`src/rtl/uartTxPkg.sv`:
```
package uartTxPkg;
  // setup word layout
  localparam int SETUP_W     = 31;
  localparam int DIV_W       = 24;
  localparam int PAR_SEL_BIT = 24;
  localparam int PAR_FIX_BIT = 25;
  localparam int PAR_EN_BIT  = 26;
  localparam int STOP2_BIT   = 27;
  localparam int LEN_LO_BIT  = 28;
  localparam int FLOW_OFF_BIT = 30;

  localparam int MAX_DATA  = 8;
  localparam int FRAME_MAX = 1 + MAX_DATA + 1 + 2;  // start, data, parity, two stops
  localparam int IDX_W     = $clog2(FRAME_MAX);

  typedef enum logic {ST_IDLE, ST_SEND} txStateT;

  // strobes from control to datapath
  typedef struct packed {
    logic forceLow;  // break: line low
    logic load;      // new character: load frame, drive start bit
    logic shift;     // bit time over: drive next bit
    logic idle;      // between characters: line high
  } txStrobeT;
endpackage

```
`src/rtl/uartTxCtl.sv`:
```
module uartTxCtl
  import uartTxPkg::*;
(
  input  logic             clk,
  input  logic             rstN,
  input  logic [DIV_W-1:0] divisor,
  input  logic [1:0]       lenCode,
  input  logic             parEn,
  input  logic             stop2,
  input  logic             flowOff,
  input  logic             strobe,
  input  logic             breakIn,
  input  logic             ctsN,
  output logic             busyOut,
  output txStrobeT         stb
);
  txStateT          state;
  logic             breakQ;
  logic [1:0]       ctsSync;
  logic [DIV_W-1:0] baudCnt;
  logic [DIV_W-1:0] reloadQ;
  logic [IDX_W-1:0] bitIdx;
  logic [IDX_W-1:0] lastIdxQ;

  logic             ctsBlock;
  logic             accept;
  logic             atBitEnd;
  logic             lastBit;
  logic [DIV_W-1:0] reloadNow;
  logic [IDX_W-1:0] lastIdxNow;

  always_comb begin
    reloadNow  = (divisor == '0) ? '0 : divisor - 1'b1;
    // frame length minus one = data bits + parity + stop bits
    lastIdxNow = IDX_W'(MAX_DATA) - IDX_W'(lenCode) + IDX_W'(parEn)
                 + IDX_W'(stop2) + IDX_W'(1);
    ctsBlock   = !flowOff && ctsSync[1];
    busyOut    = (state == ST_SEND) || breakQ || ctsBlock;
    accept     = strobe && !busyOut;
    atBitEnd   = (state == ST_SEND) && (baudCnt == '0);
    lastBit    = atBitEnd && (bitIdx == lastIdxQ);

    stb.forceLow = breakIn;
    stb.load     = accept && !breakIn;
    stb.shift    = atBitEnd && !lastBit && !breakIn;
    stb.idle     = lastBit || ((state == ST_IDLE) && !accept);
  end

  always_ff @(posedge clk) begin
    if (!rstN) begin
      state    <= ST_IDLE;
      breakQ   <= 1'b0;
      ctsSync  <= 2'b11;
      baudCnt  <= '0;
      reloadQ  <= '0;
      bitIdx   <= '0;
      lastIdxQ <= '0;
    end else begin
      breakQ  <= breakIn;
      ctsSync <= {ctsSync[0], ctsN};
      if (breakIn) begin
        state <= ST_IDLE;
      end else begin
        case (state)
          ST_IDLE: if (accept) begin
            state    <= ST_SEND;
            baudCnt  <= reloadNow;
            reloadQ  <= reloadNow;
            bitIdx   <= '0;
            lastIdxQ <= lastIdxNow;
          end
          ST_SEND: if (lastBit) begin
            state <= ST_IDLE;
          end else if (atBitEnd) begin
            bitIdx  <= bitIdx + 1'b1;
            baudCnt <= reloadQ;
          end else begin
            baudCnt <= baudCnt - 1'b1;
          end
          default: state <= ST_IDLE;
        endcase
      end
    end
  end
endmodule

```
`src/rtl/uartTxDp.sv`:
```
module uartTxDp
  import uartTxPkg::*;
(
  input  logic                clk,
  input  logic                rstN,
  input  logic [1:0]          lenCode,
  input  logic                parEn,
  input  logic                parFix,
  input  logic                parSel,
  input  logic [MAX_DATA-1:0] dataIn,
  input  txStrobeT            stb,
  output logic                txOut
);
  logic [FRAME_MAX-1:0] frame;
  logic [FRAME_MAX-2:0] shReg;
  logic [IDX_W-1:0]     nData;
  logic                 parAcc;

  always_comb begin
    nData  = IDX_W'(MAX_DATA) - IDX_W'(lenCode);
    frame  = '1;       // stop bits and padding are high
    frame[0] = 1'b0;   // start bit
    parAcc = 1'b0;
    for (int i = 0; i < MAX_DATA; i++) begin
      if (IDX_W'(i) < nData) begin
        frame[i + 1] = dataIn[i];
        parAcc       = parAcc ^ dataIn[i];
      end
    end
    if (parEn) frame[nData + 1'b1] = parFix ? parSel : (parAcc ^ parSel);
  end

  always_ff @(posedge clk) begin
    if (!rstN) begin
      txOut <= 1'b1;
      shReg <= '1;
    end else if (stb.forceLow) begin
      txOut <= 1'b0;
    end else if (stb.load) begin
      txOut <= frame[0];
      shReg <= frame[FRAME_MAX-1:1];
    end else if (stb.shift) begin
      txOut <= shReg[0];
      shReg <= {1'b1, shReg[FRAME_MAX-2:1]};
    end else if (stb.idle) begin
      txOut <= 1'b1;
    end
  end
endmodule

```
`src/rtl/uartTxBreakCts.sv`:
```
module uartTxBreakCts
  import uartTxPkg::*;
#(
  parameter bit FLOW_BUILT = 1'b1
) (
  input  logic               clk,
  input  logic               rstN,
  input  logic [SETUP_W-1:0] setup,
  input  logic               breakIn,
  input  logic               strobe,
  input  logic [MAX_DATA-1:0] dataIn,
  input  logic               ctsN,
  output logic               txOut,
  output logic               busy
);
  txStrobeT stb;
  logic     flowOff;

  generate
    if (FLOW_BUILT) begin : g_flow
      assign flowOff = setup[FLOW_OFF_BIT];
    end else begin : g_noFlow
      assign flowOff = 1'b1;
    end
  endgenerate

  uartTxCtl ctl (
    .clk     (clk),
    .rstN    (rstN),
    .divisor (setup[DIV_W-1:0]),
    .lenCode (setup[LEN_LO_BIT+1:LEN_LO_BIT]),
    .parEn   (setup[PAR_EN_BIT]),
    .stop2   (setup[STOP2_BIT]),
    .flowOff (flowOff),
    .strobe  (strobe),
    .breakIn (breakIn),
    .ctsN    (ctsN),
    .busyOut (busy),
    .stb     (stb)
  );

  uartTxDp dp (
    .clk     (clk),
    .rstN    (rstN),
    .lenCode (setup[LEN_LO_BIT+1:LEN_LO_BIT]),
    .parEn   (setup[PAR_EN_BIT]),
    .parFix  (setup[PAR_FIX_BIT]),
    .parSel  (setup[PAR_SEL_BIT]),
    .dataIn  (dataIn),
    .stb     (stb),
    .txOut   (txOut)
  );
endmodule

```
`config.mk`:
```
export PLATFORM = sky130hd
export DESIGN_NAME = uartTxBreakCts
export DESIGN_NICKNAME = d
export VERILOG_FILES = /design/src/rtl/uartTxPkg.sv /design/src/rtl/uartTxCtl.sv /design/src/rtl/uartTxDp.sv /design/src/rtl/uartTxBreakCts.sv
export SDC_FILE = /design/constraint.sdc
export NUM_CORES = 1
export LEC_CHECK = 0
export BUFFER_PORTS_ARGS = -buffer_cell sky130_fd_sc_hd__buf_4
export CAP_MARGIN = 40
export CORE_ASPECT_RATIO = 0.8
export CORE_UTILIZATION = 35
export DETAILED_ROUTE_END_ITERATION = 6
export PLACE_DENSITY_LB_ADDON = 0.12
export SETUP_SLACK_MARGIN = 0.4
export SYNTH_ARGS = -nofsm -noshare
export SYNTH_HDL_FRONTEND = slang
export SYNTH_HIERARCHICAL = 1
export SYNTH_SLANG_ARGS = --single-unit
```
`constraint.sdc`:
```
create_clock -name clk -period 3.8 [get_ports clk]
set_clock_uncertainty 0.1 [all_clocks]
set_input_delay 0.19 -clock clk [delete_from_list [all_inputs] [get_ports clk]]
set_output_delay 0.19 -clock clk [all_outputs]
set_load 0.05 [all_outputs]
```
* After elaboration in Yosys (flattened, before gate mapping)
Cells that the tools add are included.
** Operators by class
- Reduce and logical (&&, ||, !) cells :: 26
- $add $sub $neg :: 8
- Bitwise operators :: 11
- $lt $le $gt $ge :: 10
- Multiplexer cells :: 39
- Eq/ne operators :: 4
** Operators by type and width (number)
- $mux 24 :: 4
- $logic_not 24->1 :: 2
- $pmux 24 s2 :: 1
- $sub 24x1->24 const B :: 2
- $mux 1 :: 24
- $mux 11 :: 2
- $lt 3x4->1 const A :: 4
- $add 4x1->4 const B :: 3
- $bwmux 12 :: 1
- $mux 12 :: 1
- $mux 4 :: 3
- $logic_and 1x1->1 :: 9
- $add 4x1->4 :: 2
- $lt 1x4->1 const A :: 2
- $lt 2x4->1 const A :: 2
- $pmux 4 s2 :: 1
- $xor 1x1->1 :: 8
- $reduce_and 3->1 :: 2
- $logic_not 1->1 :: 5
- $lt 4x5->1 const B :: 1
- $demux 1 s4 :: 1
- $eq 4x4->1 :: 1
- $ge 4x1->1 const B :: 1
- $ne 2x2->1 const B :: 2
- other kinds (10) :: 14
** Word-level totals
- Word-level logic and storage cells :: 107
- Register bits after elaboration :: 72
- Input port bits :: 44
- Output and inout port bits :: 2

* Longest topological paths before layout
Gate-level depths: netlist of the first run.
- Word-level depth :: 23
- Depth in mapped cells :: 14
- Depth with buffers taken out :: 12

* By module
Netlist of the first run, hierarchy kept.
** By module, submodules not included
- uartTxCtl :: cells an instance 491, instances 1, area each 3842.4 um2, seq. area each 1201.2 um2
- uartTxDp :: cells an instance 104, instances 1, area each 832.0 um2, seq. area each 240.2 um2

* Worst setup path after synthesis of the first run
Ideal clock, no wire load.
- Kind :: reg-to-reg
- Start point :: register ctl.baudCnt[2]
- End point :: register dp.shReg[6]
- Slack :: 1.105 ns
- Clock period less this slack :: 2.695 ns
- Setup time :: 0.142 ns
- Cell stages (with the launch flop) :: 12
- Arrival :: 2.453 ns
- Required time :: 3.558 ns
- Buffers on the path :: 3
- Cell sequence :: dfxtp_1 -> nor4_4 -> nand4_4 -> nor2_1 -> buf_2 -> nand2_1 -> nor3_1 -> o21bai_1 -> clkbuf_1 -> buf_1 -> a21oi_1 -> o2111ai_1
** RTL lines
- from (decl) :: RTL line uartTxCtl.sv:20 : logic [DIV_W-1:0] baudCnt;
- from (signal assigned) :: RTL line uartTxCtl.sv:67 : baudCnt <= reloadNow;
- from (signal assigned) :: RTL line uartTxCtl.sv:76 : baudCnt <= reloadQ;
- from (signal assigned) :: RTL line uartTxCtl.sv:78 : baudCnt <= baudCnt - 1'b1;
- to (signal assigned) :: RTL line uartTxDp.sv:41 : shReg <= frame[FRAME_MAX-1:1];
- to (signal assigned) :: RTL line uartTxDp.sv:44 : shReg <= {1'b1, shReg[FRAME_MAX-2:1]};
- to (decl) :: RTL line uartTxDp.sv:15 : logic [FRAME_MAX-2:0] shReg;

* Worst setup path in the final report of the first run
- Start point :: register ctl.baudCnt[15]
- End point :: register ctl.baudCnt[20]
** Between the ends
- Cells in the longest elaborated chain, start to end :: 5
- Elaborated cells on any way between the ends :: 9
- Classes of those cells :: add/sub (1); eq/ne (1); mux (3); reduce/logical (4)
** Ends and longest elaborated chain
- branches (longest 5 deep; another with $sub 24x1->24)
Parallel ways; which one is timed is not known. The select of a mux whose other input is x is not followed.
A chain may end at the register's enable or synchronous reset.

==> results of run 1 <==
-- worst max path at each step --
stage | to | from | slack, ns
detailed placement | dp/shReg[4] | ctl/baudCnt[15] | 0.69
floorplan | dp/shReg[6] | ctl/baudCnt[2] | 1.10
global route | dp/shReg[4] | ctl/baudCnt[15] | 0.46
CTS | dp/shReg[4] | ctl/baudCnt[15] | 0.68
global placement | dp/shReg[7] | ctl/baudCnt[15] | 0.79
finish | ctl/baudCnt[20] | ctl/baudCnt[15] | 0.71
-- layout make-up --
class | instances | area (µm²) | area share
Clock buffer | 9 | 225.2 | 0.04092
Multi-Input combinational cell | 474 | 3024 | 0.5494
Tap cell | 175 | 219.0 | 0.03978
Clock inverter | 7 | 96.34 | 0.01750
Timing Repair Buffer | 57 | 430.4 | 0.07820
Sequential cell | 72 | 1441 | 0.2619
Inverter | 18 | 67.56 | 0.01228
-- per-stage QoR --
stage,setup slack [ns],util
final,0.7065,0.4246
after global routing,0.4590,0.4246
after CTS,0.6772,0.4240
after detailed placement,0.6920,0.3985
after global placement,0.7921,0.3985
after floorplan,1.105,-
-- timing repair --
action / CTS / global route
endpoints found under the hold margin: 1 / 0
hold buffers: 1 / 0
endpoints found under the setup margin: 0 / 0
resized for setup: 0 / 0
-- cell usage in the layout, fill, tap and decap left out, types with 16 or more instances in the layout --
cell,n
dfxtp_1,72
buf_4,56
a21oi_1,55
nand2_1,52
nor2_1,39
o21ai_0,38
nor3_1,33
nor2b_1,22
xor2_1,18
xnor2_1,18
inv_1,17
nor4_1,16
nand3_1,16
-- worst reg2reg max path: stages, from the launching register on --
cell,delay [ns]
dfxtp_1,0.36
nor4_1,0.42
nand3_1,0.39
or2_1,0.62
o21ai_1,0.72
a31oi_1,0.09
o221a_2,0.30
-- state kept, by name, indices dropped and copies added (netlist names) --
name,count
ctl/baudCnt,24
ctl/bitIdx,4
ctl/breakQ,1
ctl/ctsSync,2
ctl/lastIdxQ,4
ctl/reloadQ,24
ctl/state,1
dp/shReg,11
dp/txOut,1
-- kinds of logic after synthesis --
logic type / count (synthesis) / share of synthesized area
compound gates: 167 / 0.2248
xor+xnor: 36 / 0.06745
fa+ha+maj: 8 / 0.02302
buf+inv: 49 / 0.04470
flops: 72 / 0.3084
mux: 18 / 0.04390
simple gates: 245 / 0.2877
-- metal layers --
metal	track usage	vias up	wire length, µm
li1	-	2251	-
met1	0.3074	2059	7400
met2	0.2952	100	5523
met3	0.05147	4	762
met4	0.03277	0	48
met5	0	-	0
-- report_power, final --
group / leakage, nW / total (mW) / internal [mW] / switching, mW
clock network: 0.148 / 0.908 / 0.574 / 0.334
registers: 0.587 / 0.821 / 0.788 / 0.0337
logic: 1.38 / 0.547 / 0.223 / 0.325
==> results.yml, run 1 <==
timing:
  slew_violations: 0
  tns_ns: 0
  grt_setup_unrepaired: "false"
  hold_viol: 0
  setup_viol: 0
  fin_crit_sh: 0.8141
  finalHoldWorstSlack_ns: 0.03295
  tightest_slew_ns: 0.8948
  fmax_mhz: 323.3
  min_period_ns: 3.093
  relSlewSlack: 0.3983
logic_synthesis:
  ys_seq_elements: 72
  syn_inst: 595
  synth_most_common_cell: "dfxtp_1"
  async_flop_share: 0
  syn-num-nets: 647
  synth_largest_area_cell: "dfxtp_1"
  ys.flop_type: "dfxtp_1"
  netlist.area_leader.share: 0.3084
  ys_seq_area_frac: 0.3084
  netlist_top_cells_area: "dfxtp_1 31%, a21oi_1 5.9%, nand2_1 4.2%"
  yosysWarningCount: 6
  yosysUniqueCellTypes: 70
  synth_common_cells: "72 x dfxtp_1, 55 x a21oi_1, 52 x nand2_1"
  syn_area_um2: 4674
  avgSynthCellArea_um2: 7.856
  synth_edf_count: 0
pwr:
  power_mw: 2.277
  power_density_nw_per_um2: 413.6
  p_leak_nw: 2.112
  ir_drop_mv: 0.2149
place:
  port_buffers: 45
  placed_area_um2: 5165
  hpwl_mm: 10.00
  dp_cells: 794
  gp_congestion: 0.8260
hold_path:
  hp-start: "breakIn"
  whs_path_depth: 2
  holdPathEnd: "dp/txOut"
  hp-class: "input pin to flop"
final_layout:
  area_growth_pct: 17.75
  antenna_cells: 0
  drive_above_1_share: 0.1476
  num-fill-cells: 1356
  nNetsFinal: 684
  stdcell_area_um2: 5504
  final_cells: 812
worst_setup_path:
  timing.rr.start: "ctl/baudCnt[15]"
  rr_worst_depth: 6
  path_delay_family: "simple AND/OR/NAND/NOR gates"
  reg2reg_to: "ctl/baudCnt[20]"
  rrSetupSlack_ns: 0.71
  worstPathCellList: "nor4_1 -> nand3_1 -> or2_1 -> o21ai_1 -> a31oi_1 -> o221a_2"
  critPathSlowestCell: "o21ai_1"
  path_buf_inv: 0
  cp-start-kind: "flop"
  arrival_ns: 3.22
  end_kind: "flop"
  crit_fanout: 13
  cp_data_required_time_ns: 3.93
  worst-path-stages: 6
  cpPeakStageDelay_ns: 0.71
  critPathKind: "flop to flop"
route:
  drt_pre_antenna_iters: 4
  ant_nets: 0
  viasPerCell: 5.436
  avgRoutedWirePerCell_um: 16.91
  drtIter0Drc: 297
  drt_wl_total_mm: 13.73
  vias: 4414
  drc: 0
cts:
  cts_made_buffers: 9
  root_buffer: "clkbuf_16"
  clockBufferDepth: 2
  cts_setup_buffers: 0
  cts_num_sinks: 72
  insertion_delay_ns: 0.33
  cts_tree: "done"
  cts-htree-levels: 3
  clk_pin_slew_ns: 0.06
global_route:
  overflow: 0
  grt_max_degree: 72
  antenna_found_initial: 0
  grt_pass1_wl_mm: 22.35
  grt_pass1_vias: 4118
  track_usage: 0.2053
floorplan:
  die_x_um: 131.2
  die_h_um: 105.4
  rows: 37
  ios: 46
  initial_core_util: 0.3606
  dieArea_um2: 13820
  core_um2: 12960
outcome:
  status: "complete, no violations"
run:
  cap_violations: 0
Note: power is estimated with default switching activity, not from simulation.
==> inputs of run 2 (changes only) <==
==> constraint.sdc (replaced) <==
create_clock -name clk -period 2.8 [get_ports clk]
set_clock_uncertainty 0.1 [all_clocks]
set_input_delay 0.14 -clock clk [delete_from_list [all_inputs] [get_ports clk]]
set_output_delay 0.14 -clock clk [all_outputs]
set_load 0.05 [all_outputs]
==> run 2 against run 1 <==
Power up 41%; combinational power grew 52%; first-iteration DRC count grew 23%; register-to-register slack lost 0.21 ns; non-clock buffer count up 19; hold slack lost 0.011 ns; setup slack got worse by 0.21 ns; sequential power is 36% higher; die area is the same; fmax up 34%; via count increased by 2.8%; critical endpoint is now ctl/baudCnt[3]; largest cell class unchanged.
==> results.yml, run 2 (synthesized netlist as in run 1, its figures left out) <==
cts:
  cts_made_buffers: 9
  root_buffer: "clkbuf_16"
  insertion_delay_ns: 0.34
  cts_num_sinks: 72
  cts_tree: "done"
  clk_pin_slew_ns: 0.06
  cts-htree-levels: 3
  clockBufferDepth: 2
worst_setup_path:
  cpPeakStageDelay_ns: 0.37
  critPathKind: "flop to flop"
  cp-start-kind: "flop"
  path_common_cell: "buf_4"
  worstPathCellList: "nor4_4 -> nand4_4 -> buf_4 -> or2_4 -> buf_4 -> mux2i_1 -> mux2_2 -> a32o_1"
  crit_fanout: 8
  end_kind: "flop"
  critPathSlowestCell: "nor4_4"
  cp_data_required_time_ns: 2.93
  arrival_ns: 2.44
floorplan:
  dieArea_um2: 13820
  initial_core_util: 0.3606
  die_x_um: 131.2
  ios: 46
  die_h_um: 105.4
  core_um2: 12960
  rows: 37
hold_path:
  hp-class: "input pin to flop"
timing:
  fmax_mhz: 434.4
  hold_viol: 0
  min_period_ns: 2.302
  relSlewSlack: 0.5546
  setup_viol: 0
  tightest_slew_ns: 0.6656
  slew_violations: 0
  grt_setup_unrepaired: "true"
  tns_ns: 0
  fin_crit_sh: 0.8221
place:
  hpwl_mm: 10.08
  gp_congestion: 0.8310
  port_buffers: 45
final_layout:
  mostFrequentLayoutCells: "69 x dfxtp_1, 69 x buf_4, 53 x a21oi_1"
  nNetsFinal: 704
  area_growth_pct: 24.92
  final_core_util: 0.4505
  antenna_cells: 0
  num-fill-cells: 1268
  reg_top3: "ctl/baudCnt: 24 flops, ctl/reloadQ: 24 flops, dp/shReg: 11 flops"
  drive_above_1_share: 0.2070
route:
  vias: 4538
  drt_wl_total_mm: 13.73
  drtIter0Drc: 366
  drc: 0
  avgRoutedWirePerCell_um: 16.50
  viasPerCell: 5.454
  drt_pre_antenna_iters: 5
  ant_nets: 0
pwr:
  ir_drop_mv: 0.3061
  p_leak_nw: 2.274
  power_density_nw_per_um2: 548.2
global_route:
  grt_pass1_wl_mm: 22.43
  grt_max_degree: 43
  overflow: 0
  antenna_found_initial: 0
  track_usage: 0.2075
  grt_pass1_vias: 4233
run:
  cap_violations: 0
outcome:
  status: "complete, no violations"
-- run 2: cell count changes in the layout (fill, tap and decap cells not counted), sizes merged --
cell	previous run	this run
buf	56	73
clkbuf	9	11
clkinv	3	2
clkinvlp	3	2
dlygate4sd3	1	3
o21bai	3	4
-- run 2: report_power, final --
part / leakage, nW / internal, mW / switching, mW / total [mW]
clock network: 0.152 / 0.803 / 0.449 / 1.25
logic: 1.53 / 0.371 / 0.460 / 0.831
registers: 0.588 / 1.07 / 0.0498 / 1.12
total: 2.27 / 2.24 / 0.958 / 3.20
-- run 2: path summary, 6_finish.rpt --
check / startpoint / endpoint / slack [ns] / cells after the start
min reg2reg: ctl/ctsSync[0] / ctl/ctsSync[1] / 0.32 / 1
max: ctl/baudCnt[3] / ctl/baudCnt[3] / 0.50 / 8
max reg2reg: ctl/baudCnt[3] / ctl/baudCnt[3] / 0.50 / 8
min: dataIn[0] / dp/shReg[0] / 0.02 / 3
-- run 2: final cells by class --
type / count / area, µm² / area share
clock inverters: 5 / 80.08 / 0.01371
repair buffers: 76 / 601.8 / 0.1031
clock buffers: 11 / 242.7 / 0.04157
multi-input cells: 475 / 3181 / 0.5447
well taps: 175 / 219.0 / 0.03750
flip-flops and latches: 72 / 1448 / 0.2479
inverters: 18 / 67.56 / 0.01157
-- run 2: metrics by stage --
step                total power, mW  std cells  area, µm²  hold slack [ns]  setup slack (ns)
floorplan                     1.647        595       4725           0.1415            0.3417
global placement              1.900        808       5320           0.2277            0.2279
detailed placement            1.902        808       5320           0.2269            0.1905
CTS                           3.181        828       5717          0.01218            0.4085
global route                  3.370        832       5839          0.03707            0.3594
finish                        3.201        832       5839          0.02217            0.4982
-- run 2: worst max-delay path: cells and delay by family, from the launching register on --
family                 cells  cell delay (ns)
AOI/OAI and AO/OA          1             0.20
buffers and inverters      2             0.35
DFF                        1             0.35
muxes                      2             0.37
and+or+nand+nor            3             0.81
-- run 2: layer usage --
metal / track usage / vias up / part of all wire
met5: 0 / - / 0
met4: 0.05042 / 0 / 0.0082
met3: 0.04618 / 9 / 0.054
met2: 0.2986 / 108 / 0.41
met1: 0.3075 / 2128 / 0.52
li1: - / 2293 / -
-- run 2: what timing repair did --
item,CTS,global route
hold buffers,3,0
resized for setup,8,21
pin swaps,2,9
endpoints found under the hold margin,3,0
gates cloned,0,1
buffers inserted,1,3
setup endpoints to repair,23,32
==> inputs of run 3 (changes only) <==
--- a/config.mk
+++ b/config.mk
@@ -5,6 +5,7 @@
 export SDC_FILE = /design/constraint.sdc
 export NUM_CORES = 1
 export LEC_CHECK = 0
+export ABC_AREA = 1
 export BUFFER_PORTS_ARGS = -buffer_cell sky130_fd_sc_hd__buf_4
 export CAP_MARGIN = 40
 export CORE_ASPECT_RATIO = 0.8
==> constraint.sdc (replaced) <==
create_clock -name clk -period 2.4 [get_ports clk]
set_clock_uncertainty 0.1 [all_clocks]
set_input_delay 0.12 -clock clk [delete_from_list [all_inputs] [get_ports clk]]
set_output_delay 0.12 -clock clk [all_outputs]
set_load 0.05 [all_outputs]
==> run 3 against run 2 <==
Sequential share of layout area down 2.1 points; setup slack better by 0.046 ns; final area increased by 9.4%; flip-flop and latch count unchanged; die area is 12% higher; wire length grew 18%; register-to-register slack improved by 0.05 ns; non-clock buffer count unchanged; clock-buffer cell count decreased by 2; utilization is 0.81 points lower; synthesized cell count is 45% higher.
==> results.yml, run 3 <==
timing:
  relSlewSlack: 0.6248
  min_period_ns: 1.855
  tns_ns: 0
  setup_viol: 0
  finalHoldWorstSlack_ns: 0.03156
  fmax_mhz: 539.0
  fin_crit_sh: 0.7731
  tightest_slew_ns: 0.5608
  hold_viol: 0
  slew_violations: 0
  grt_setup_unrepaired: "false"
cts:
  cts_tree: "done"
  cts-htree-levels: 3
  clk_pin_slew_ns: 0.06
  root_buffer: "clkbuf_16"
  cts_made_buffers: 9
  insertion_delay_ns: 0.33
  cts_num_sinks: 72
  clockBufferDepth: 2
route:
  drtIter0Drc: 377
  drt_wl_total_mm: 16.24
  viasPerCell: 5.007
  ant_nets: 0
  drc: 0
  avgRoutedWirePerCell_um: 14.66
  vias: 5548
  drt_pre_antenna_iters: 5
logic_synthesis:
  async_flop_share: 0
  netlist_top_cells_area: "dfxtp_1 27%, nand2_1 13%, nor2_1 11%"
  netlist.area_leader.share: 0.2745
  yosysWarningCount: 6
  ys.flop_type: "dfxtp_1"
  yosysUniqueCellTypes: 40
  synth_most_common_cell: "nand2_1"
  avgSynthCellArea_um2: 6.092
  synth_largest_area_cell: "dfxtp_1"
  syn_inst: 862
  synth_common_cells: "184 x nand2_1, 151 x nor2_1, 93 x inv_1, 93 x nand3_1, 72 x dfxtp_1"
  ys_seq_elements: 72
  synth_edf_count: 0
  syn-num-nets: 914
  ys_seq_area_frac: 0.2745
  syn_area_um2: 5251
floorplan:
  die_x_um: 138.9
  initial_core_util: 0.3636
  ios: 46
  die_h_um: 111.6
  core_um2: 14440
  dieArea_um2: 15500
  rows: 39
place:
  hpwl_mm: 12.52
  placed_area_um2: 5823
  gp_congestion: 0.8933
  port_buffers: 45
worst_setup_path:
  cp-start-kind: "flop"
  end_kind: "flop"
  cp_data_required_time_ns: 2.53
  rrSetupSlack_ns: 0.54
  critPathKind: "flop to flop"
  crit_fanout: 5
  arrival_ns: 1.99
outcome:
  status: "complete, no violations"
global_route:
  overflow: 0
  grt_max_degree: 35
  track_usage: 0.2172
  grt_pass1_vias: 5161
  antenna_found_initial: 0
  grt_pass1_wl_mm: 26.77
pwr:
  p_leak_nw: 2.952
  power_density_nw_per_um2: 579.5
  ir_drop_mv: 0.3405
run:
  cap_violations: 0
final_layout:
  drive_above_1_share: 0.1786
  num-fill-cells: 1555
  final_common_cell: "nand2_1"
  area_growth_pct: 21.68
  reg_top3: "ctl/baudCnt: 24 flops, ctl/reloadQ: 24 flops, dp/shReg: 11 flops"
  stdcell_area_um2: 6390
  antenna_cells: 0
  nNetsFinal: 972
  mostFrequentLayoutCells: "180 x nand2_1, 139 x nor2_1, 92 x nand3_1"
hold_path:
  hp-class: "input pin to flop"
[run 3: cell families after synthesis]
logic type / count (synthesis) / share of synthesized area
AO/OA/AOI/OAI: 115 / 0.1170
XOR/XNOR: 28 / 0.04670
flip-flops: 72 / 0.2745
AND/OR/NAND/NOR: 507 / 0.4375
buffers and inverters: 132 / 0.1039
adder cells (fa/ha/maj): 8 / 0.02049
[run 3: cell type report]
type | instances | area (µm²) | share of cell area
Multi-Input combinational cell | 658 | 3386 | 0.5299
Sequential cell | 72 | 1448 | 0.2266
Timing Repair Buffer | 76 | 616.8 | 0.09653
Inverter | 103 | 399.1 | 0.06246
Tap cell | 184 | 230.2 | 0.03603
Clock buffer | 9 | 225.2 | 0.03525
Clock inverter | 6 | 85.08 | 0.01332
[run 3: critical path: stages, from the launching register on]
cell      delay [ns]
dfxtp_1         0.35
buf_4           0.16
nor2_1          0.12
inv_1           0.07
nor2_1          0.38
nand3b_1        0.18
xor2_1          0.17
nand2_1         0.06
nand3_1         0.07
nand2_1         0.06
inv_1           0.03
[run 3: per-layer routing]
metal | vias to the layer above | share of wire | track usage | routed length (µm)
li1 | 2905 | - | - | -
met1 | 2501 | 0.54 | 0.3270 | 8804
met2 | 126 | 0.39 | 0.3013 | 6280
met3 | 16 | 0.057 | 0.05161 | 919
met4 | 0 | 0.014 | 0.06074 | 235
met5 | - | 0 | 0 | 0
[run 3: power breakdown]
part	total, mW	switching (mW)	internal (mW)
clock network	1.43	0.525	0.900
registers	1.32	0.0567	1.26
logic	0.960	0.603	0.357
[run 3: what timing repair did]
item                                    in CTS  in global routing
setup buffers                                0                  9
hold buffers                                 2                  0
resized for setup                            2                 43
hold endpoints to repair                     3                  0
pin swaps                                    0                 12
gates cloned                                 0                  1
endpoints found under the setup margin      14                 39
[run 3: metrics by stage]
stage	instances	total power, mW	utilization	setup WS, ns
floorplan	862	1.943	-	0.5057
global placement	1081	2.223	0.4032	0.3004
detailed placement	1081	2.216	0.4032	0.3862
CTS	1098	3.647	0.4267	0.4107
global route	1108	3.912	0.4424	0.4001
finish	1108	3.703	0.4424	0.5446
[run 3: worst paths after layout]
path         cells after the start           start         endpoint
min reg2reg                      1  ctl/ctsSync[0]   ctl/ctsSync[1]
min                              4        setup[8]   ctl/reloadQ[8]
max                             10  ctl/baudCnt[4]  ctl/baudCnt[17]
max reg2reg                     10  ctl/baudCnt[4]  ctl/baudCnt[17]
